[src/rtl/asram_ctrl_pkg.sv]
// Package: shared phase encoding and parameter helpers for the SRAM sequencer.
// Assumes: nothing beyond IEEE 1800-2017.
package asram_ctrl_pkg;

    // Phases of one memory cycle
    typedef enum logic [2:0] {
        PH_IDLE  = 3'd0,
        PH_WRITE = 3'd1,
        PH_HOLD  = 3'd2,
        PH_READ  = 3'd3,
        PH_GAP   = 3'd4
    } phase_t;

    // Raise a cycle count to at least one
    function automatic int at_least_one(input int v);
        return (v < 1) ? 1 : v;
    endfunction

    // Larger of two counts
    function automatic int max2(input int a, input int b);
        return (a > b) ? a : b;
    endfunction

endpackage

[src/rtl/asram_phase_timer.sv]
// Module: down-counter that times the length of one phase.
// Assumes: load has priority; done is high while the count is zero.
module asram_phase_timer #(
    parameter int CNT_W = 4
) (
    input  logic             clk,
    input  logic             rst_n,
    input  logic             load,
    input  logic [CNT_W-1:0] load_val,
    output logic             done
);

    logic [CNT_W-1:0] cnt_q;

    assign done = (cnt_q == '0);

    // Load a new phase length or count down to zero
    always_ff @(posedge clk) begin
        if (!rst_n) begin
            cnt_q <= '0;
        end else if (load) begin
            cnt_q <= load_val;
        end else if (!done) begin
            cnt_q <= cnt_q - 1'b1;
        end
    end

endmodule

[src/rtl/asram_sequencer.sv]
// Module: phase state machine that produces registered SRAM strobes.
// Assumes: cycle counts are already at least one; the strobes come from flops
// loaded from the next phase, so each pin changes once per edge without glitches.
module asram_sequencer
    import asram_ctrl_pkg::*;
#(
    parameter int WR_CYC  = 1,
    parameter int RD_CYC  = 1,
    parameter int GAP_CYC = 1
) (
    input  logic clk,
    input  logic rst_n,
    input  logic req,
    input  logic req_we,
    output logic ready,
    output logic accept,
    output logic capture,
    output logic ce_n,
    output logic we_n,
    output logic oe_n,
    output logic dq_oe
);

    localparam int MAX_CYC = max2(max2(WR_CYC, RD_CYC), GAP_CYC);
    localparam int CNT_W   = (MAX_CYC < 2) ? 1 : $clog2(MAX_CYC);

    phase_t           state_q, state_d;
    logic             load;
    logic [CNT_W-1:0] load_val;
    logic             done;

    asram_phase_timer #(.CNT_W(CNT_W)) u_timer (
        .clk      (clk),
        .rst_n    (rst_n),
        .load     (load),
        .load_val (load_val),
        .done     (done)
    );

    assign ready   = (state_q == PH_IDLE);
    assign accept  = req && ready;
    assign capture = (state_q == PH_READ) && done;

    // Next phase and timer reload
    always_comb begin
        state_d  = state_q;
        load     = 1'b0;
        load_val = '0;
        case (state_q)
            PH_IDLE: begin
                if (req) begin
                    load = 1'b1;
                    if (req_we) begin
                        state_d  = PH_WRITE;
                        load_val = CNT_W'(WR_CYC - 1);
                    end else begin
                        state_d  = PH_READ;
                        load_val = CNT_W'(RD_CYC - 1);
                    end
                end
            end
            PH_WRITE: begin
                if (done) state_d = PH_HOLD;
            end
            PH_HOLD: begin
                state_d  = PH_GAP;
                load     = 1'b1;
                load_val = CNT_W'(GAP_CYC - 1);
            end
            PH_READ: begin
                if (done) begin
                    state_d  = PH_GAP;
                    load     = 1'b1;
                    load_val = CNT_W'(GAP_CYC - 1);
                end
            end
            PH_GAP: begin
                if (done) state_d = PH_IDLE;
            end
            default: state_d = PH_IDLE;
        endcase
    end

    // Phase register and strobe flops decoded from the next phase
    always_ff @(posedge clk) begin
        if (!rst_n) begin
            state_q <= PH_IDLE;
            ce_n    <= 1'b1;
            we_n    <= 1'b1;
            oe_n    <= 1'b1;
            dq_oe   <= 1'b0;
        end else begin
            state_q <= state_d;
            ce_n    <= !((state_d == PH_WRITE) || (state_d == PH_READ));
            we_n    <= !(state_d == PH_WRITE);
            oe_n    <= !(state_d == PH_READ);
            dq_oe   <= (state_d == PH_WRITE) || (state_d == PH_HOLD);
        end
    end

    // Length of the current write-enable low run, used only by the check below
    logic [15:0] we_low_run;
    always_ff @(posedge clk) begin
        if (!rst_n)     we_low_run <= '0;
        else if (!we_n) we_low_run <= we_low_run + 1'b1;
        else            we_low_run <= '0;
    end

    assert_strobe_len_R2: assert property (@(posedge clk) disable iff (!rst_n)
        $rose(we_n) |-> (we_low_run == 16'(WR_CYC)));

    assert_write_oe_high_R2: assert property (@(posedge clk) disable iff (!rst_n)
        !we_n |-> (oe_n && !ce_n));

    assert_accept_busy_R7: assert property (@(posedge clk) disable iff (!rst_n)
        accept |=> !ready);

    assert_idle_strobes_R6: assert property (@(posedge clk) disable iff (!rst_n)
        ready |-> (ce_n && we_n && oe_n));

endmodule

[src/rtl/asram_datapath.sv]
// Module: request capture and read-data return.
// Assumes: accept and capture come from the sequencer and never coincide.
module asram_datapath #(
    parameter int ADDR_W = 19,
    parameter int DATA_W = 8
) (
    input  logic              clk,
    input  logic              rst_n,
    input  logic              accept,
    input  logic              capture,
    input  logic [ADDR_W-1:0] req_addr,
    input  logic [DATA_W-1:0] req_wdata,
    input  logic [DATA_W-1:0] dq_in,
    output logic [ADDR_W-1:0] mem_addr,
    output logic [DATA_W-1:0] dq_out,
    output logic [DATA_W-1:0] rdata,
    output logic              rvalid
);

    // Hold address and write data for the whole memory cycle
    always_ff @(posedge clk) begin
        if (!rst_n) begin
            mem_addr <= '0;
            dq_out   <= '0;
        end else if (accept) begin
            mem_addr <= req_addr;
            dq_out   <= req_wdata;
        end
    end

    // Sample the bus at the end of the access window and flag it for one cycle
    always_ff @(posedge clk) begin
        if (!rst_n) begin
            rdata  <= '0;
            rvalid <= 1'b0;
        end else begin
            rvalid <= capture;
            if (capture) rdata <= dq_in;
        end
    end

    assert_rvalid_single_R5: assert property (@(posedge clk) disable iff (!rst_n)
        rvalid |=> !rvalid);

endmodule

[src/rtl/asram_ctrl.sv]
// Module: top of the asynchronous SRAM cycle sequencer.
// Assumes: timing parameters are cycle counts already derived from the clock
// period; zero or negative values are treated as one cycle.
module asram_ctrl
    import asram_ctrl_pkg::*;
#(
    parameter int ADDR_W        = 19,
    parameter int DATA_W        = 8,
    parameter int WR_PULSE_CYC  = 1,
    parameter int RD_ACCESS_CYC = 1,
    parameter int TURN_CYC      = 1
) (
    input  logic              clk,
    input  logic              rst_n,
    input  logic              req,
    input  logic              req_we,
    input  logic [ADDR_W-1:0] req_addr,
    input  logic [DATA_W-1:0] req_wdata,
    output logic              ready,
    output logic [DATA_W-1:0] rdata,
    output logic              rvalid,
    output logic              sram_ce_n,
    output logic              sram_oe_n,
    output logic              sram_we_n,
    output logic [ADDR_W-1:0] sram_addr,
    output logic [DATA_W-1:0] sram_dq_out,
    output logic              sram_dq_oe,
    input  logic [DATA_W-1:0] sram_dq_in
);

    localparam int WR_EFF  = at_least_one(WR_PULSE_CYC);
    localparam int RD_EFF  = at_least_one(RD_ACCESS_CYC);
    localparam int GAP_EFF = at_least_one(TURN_CYC);

    logic accept;
    logic capture;

    asram_sequencer #(
        .WR_CYC  (WR_EFF),
        .RD_CYC  (RD_EFF),
        .GAP_CYC (GAP_EFF)
    ) u_seq (
        .clk     (clk),
        .rst_n   (rst_n),
        .req     (req),
        .req_we  (req_we),
        .ready   (ready),
        .accept  (accept),
        .capture (capture),
        .ce_n    (sram_ce_n),
        .we_n    (sram_we_n),
        .oe_n    (sram_oe_n),
        .dq_oe   (sram_dq_oe)
    );

    asram_datapath #(
        .ADDR_W (ADDR_W),
        .DATA_W (DATA_W)
    ) u_dp (
        .clk       (clk),
        .rst_n     (rst_n),
        .accept    (accept),
        .capture   (capture),
        .req_addr  (req_addr),
        .req_wdata (req_wdata),
        .dq_in     (sram_dq_in),
        .mem_addr  (sram_addr),
        .dq_out    (sram_dq_out),
        .rdata     (rdata),
        .rvalid    (rvalid)
    );

    assert_no_contention_R4: assert property (@(posedge clk) disable iff (!rst_n)
        sram_dq_oe |-> sram_oe_n);

    assert_addr_stable_R4: assert property (@(posedge clk) disable iff (!rst_n)
        (!sram_ce_n && $past(!sram_ce_n)) |-> $stable(sram_addr));

    assert_rvalid_after_read_R5: assert property (@(posedge clk) disable iff (!rst_n)
        rvalid |-> (sram_oe_n && $past(!sram_oe_n)));

endmodule

[config.mk]
export PLATFORM = sky130hd
export DESIGN_NAME = asram_ctrl
export DESIGN_NICKNAME = d
export VERILOG_FILES = /design/src/rtl/asram_ctrl_pkg.sv /design/src/rtl/asram_phase_timer.sv /design/src/rtl/asram_sequencer.sv /design/src/rtl/asram_datapath.sv /design/src/rtl/asram_ctrl.sv
export SDC_FILE = /design/constraint.sdc
export NUM_CORES = 1
export LEC_CHECK = 0
export BUFFER_PORTS_ARGS = -buffer_cell sky130_fd_sc_hd__buf_2
export CAP_MARGIN = 10
export CELL_PAD_IN_SITES_DETAIL_PLACEMENT = 1
export CELL_PAD_IN_SITES_GLOBAL_PLACEMENT = 2
export CORE_MARGIN = 5
export CORE_UTILIZATION = 25
export CTS_CLUSTER_SIZE = 8
export DETAILED_ROUTE_END_ITERATION = 7
export MAX_ROUTING_LAYER = met4
export PLACE_DENSITY_LB_ADDON = 0.1
export SYNTH_ARGS = -nofsm -noshare
export SYNTH_HDL_FRONTEND = slang
export SYNTH_SLANG_ARGS = --single-unit
[constraint.sdc]
create_clock -name clk -period 2.3 [get_ports clk]
set_clock_uncertainty 0.15 [all_clocks]
set_input_delay 0 -clock clk [delete_from_list [all_inputs] [get_ports clk]]
set_output_delay 0 -clock clk [all_outputs]
set_load 0.01 [all_outputs]
==> impl_metrics.ini <==
[status]
status = finished, violations left
failed_checks = negative hold slack

[routing]
vias = 1615
drcViolationCount = 0
avgRoutedWirePerCell_um = 13.5
drt_iter0_drc = 34
first_pass_iters = 2
highest_layer = met4
drt-total-wl_mm = 5.07
antenna_left = 0
drt-met1-wl_mm = 2.05
wl_met2_mm = 2.66
viasPerCell = 4.30
met3_length_um = 223

[synth]
yosys_warnings = 0
synth_cell_types = 26
synth_seq_area_share_pct = 52.3
syn-num-nets = 217
synth_top_family_by_area = simple AND/OR/NAND/NOR gates
synth_seq_cells = 44
synthCells = 178
synthXorXnorAreaFrac_pct = 0
synth-compound-area-share_pct = 14.2
synth_simple_gate_area_share_pct = 22.8
avgSynthCellArea_um2 = 9.45
synthMuxAreaShare_pct = 4.76
synth_fa_ha_area_share_pct = 0
syn_area_mm2 = 0.00168

[floorplan]
die-area_mm2 = 0.00847
io_pins = 80
dieHeight_um = 92.0
core_mm2 = 0.00668
rows = 30
start_util_pct = 25.2
die_w_um = 92.0

[global_route]
grt_pass1_vias = 1724
overflow = 0
antenna_found_initial = 0
grt_pass1_wl_mm = 8.17
grt_max_degree = 28
track_usage_pct = 12.6

[clock_tree]
cts_tree = built
clockBufferDepth = 2
clock_sinks = 44
cts_htree_levels = 2
cts_setup_buffers = 0
clk_pin_slew_ps = 80
cts_buffers = 5
root_buffer = clkbuf_8
clkLatencyLatePin_ps = 290

[cells_and_area]
diodes = 0
multi_input_area_um2 = 712
fin_cells = 376
syn_to_final_growth_pct = 55.5
nets = 334
drive_above_1_share_pct = 32.1
seqCellArea_um2 = 881
fillers = 823

[worst_setup_path]
worstPathCellList = or4b_4 > nand2_1 > a21boi_0 > dlygate4sd3_1
required_ps = 2340
slowest_delay_ps = 750
r2r-end = u_dp.mem_addr[7]
cp-start-kind = flop
cp_max_fo = 27
reg2reg_depth = 4
end_kind = flop
cp.arrival_ps = 2210
r2r_slack_ps = 120
crit_path_end = u_dp.mem_addr[7]
setup.worst_path.class = flop to flop
crit_slowest_cell = or4b_4
r2r-start = u_seq.state_q[2]
crit_path_start = u_seq.state_q[2]

[place]
place_inst = 328
routabilityCongestion = 0.666
hpwlAfterDp_mm = 3.24
portBuffers = 79

[run]
drv_cap = 0

[power]
power.density_mw_per_mm2 = 656
total_power_mw = 1.72
ir_drop_mv = 0.211
p_leak_nw = 1.17

[timing]
hold_violations = 12
setup_violations = 0
slew_violations = 0
period_share_pct = 94.6
fmax_mhz = 460
fin_tns_setup_ps = 0
worst_hold_slack_ps = -8.98
period_needed_ps = 2180
rsz0062_at_grt = no

[min_path]
hp-class = input pin to flop
hold_start = rst_n
## cell families (layout without fill, tap and decap cells)
| family | count (synthesis) | count (layout) |
|---|---|---|
| mux | 8 | 8 |
| flops | 44 | 44 |
| other cells | 1 | 1 |
| buf+inv | 14 | 132 |
| simple gates | 79 | 79 |
| compound gates | 32 | 32 |
## placed cells by master, fill, tap and decap left out, drive strengths merged
master	Yosys	final
dlygate4sd3	0	40
or3b	1	1
mux2i	8	8
nand2	56	56
a32oi	1	1
a21oi	2	2
nor4b	2	2
or4b	1	1
nor4bb	1	1
a21bo	1	1
nand2b	2	2
conb	1	1
o31ai	1	1
clkbuf	4	7
clkinvlp	0	1
and2	1	1
dfxtp	44	44
nor2	2	2
a21boi	27	27
nor3b	1	1
nor2b	11	11
nor3	1	1
inv	1	1
buf	9	83
## how the worst min path moves through the flow
| stage | end | depth (start not counted) | slack [ps] |
|---|---|---|---|
| global placement | u_dp.mem_addr[15] | 3 | 100 |
| floorplan | u_dp.dq_out[0] | 2 | -20 |
| CTS | u_dp.mem_addr[8] | 2 | 0.3 |
| detailed placement | u_dp.dq_out[5] | 3 | 100 |
| global route | u_dp.dq_out[7] | 2 | 0.7 |
| finish | u_dp.mem_addr[8] | 2 | -9 |
## sequential cells by signal, summed over array words and instances (netlist names), 3 cells and up
register	cells
u_dp.dq_out	8
u_dp.mem_addr	19
u_seq.state_q	3
u_dp.rdata	8
## stage by stage
step,cell area (um^2),util (%),setup slack [ps]
finish,2620,39.2,124
global route,2620,39.2,17.5
CTS,2620,39.2,105
detailed placement,2120,31.8,656
global placement,2120,31.8,677
floorplan,1680,-,728
## report_power, final
group / switching, mW / total [mW] / internal [mW]
combinational: 0.170 / 0.350 / 0.180
clock: 0.262 / 0.507 / 0.244
sequential: 0.0402 / 0.860 / 0.820
## what timing repair did
item                                   CTS  global route
hold buffers                            40             0
gates resized for setup                  0             0
endpoints found under the hold margin   36             0
## layer usage
metal | vias to the layer above | GRT usage [%]
met5 | - | -
met4 | 0 | 5.57
met3 | 12 | 3.04
met2 | 43 | 22.3
met1 | 753 | 13.3
li1 | 807 | -
## cell usage after synthesis
master	count	area share [%]
conb_1	1	0.22
or3b_2	1	0.52
and2_1	1	0.37
nor4b_1	1	0.52
a21boi_1	20	8.9
clkbuf_1	4	0.89
buf_6	4	2.7
nor4b_4	1	1.4
nor3b_1	1	0.45
a21boi_0	7	3.1
nor2_1	2	0.45
a21bo_2	1	0.59
nand2b_1	2	0.74
inv_1	1	0.22
mux2i_1	8	4.8
buf_4	3	1.3
or4b_4	1	0.82
nor3_1	1	0.30
a32oi_1	1	0.52
a21oi_1	2	0.59
dfxtp_1	44	52
o31ai_1	1	0.45
nand2_1	56	12
nor2b_1	11	4.1
nor4bb_1	1	0.59
buf_2	2	0.59
## worst max-delay path: cells and delay by family (launching register included)
| family | cells | cell delay, ps |
|---|---|---|
| compound gates | 1 | 80 |
| flops | 1 | 410 |
| simple gates | 2 | 870 |
| buf+inv | 1 | 550 |
## area by class of cell
type	instances	share of cell area, %
clock inverters	1	0.287
multi-input cells	120	27.2
repair buffers	123	31.6
flip-flops and latches	44	33.7
well taps	80	3.83
inverters	1	0.143
clock buffers	7	3.30
Note: power is estimated with default switching activity, not from simulation.
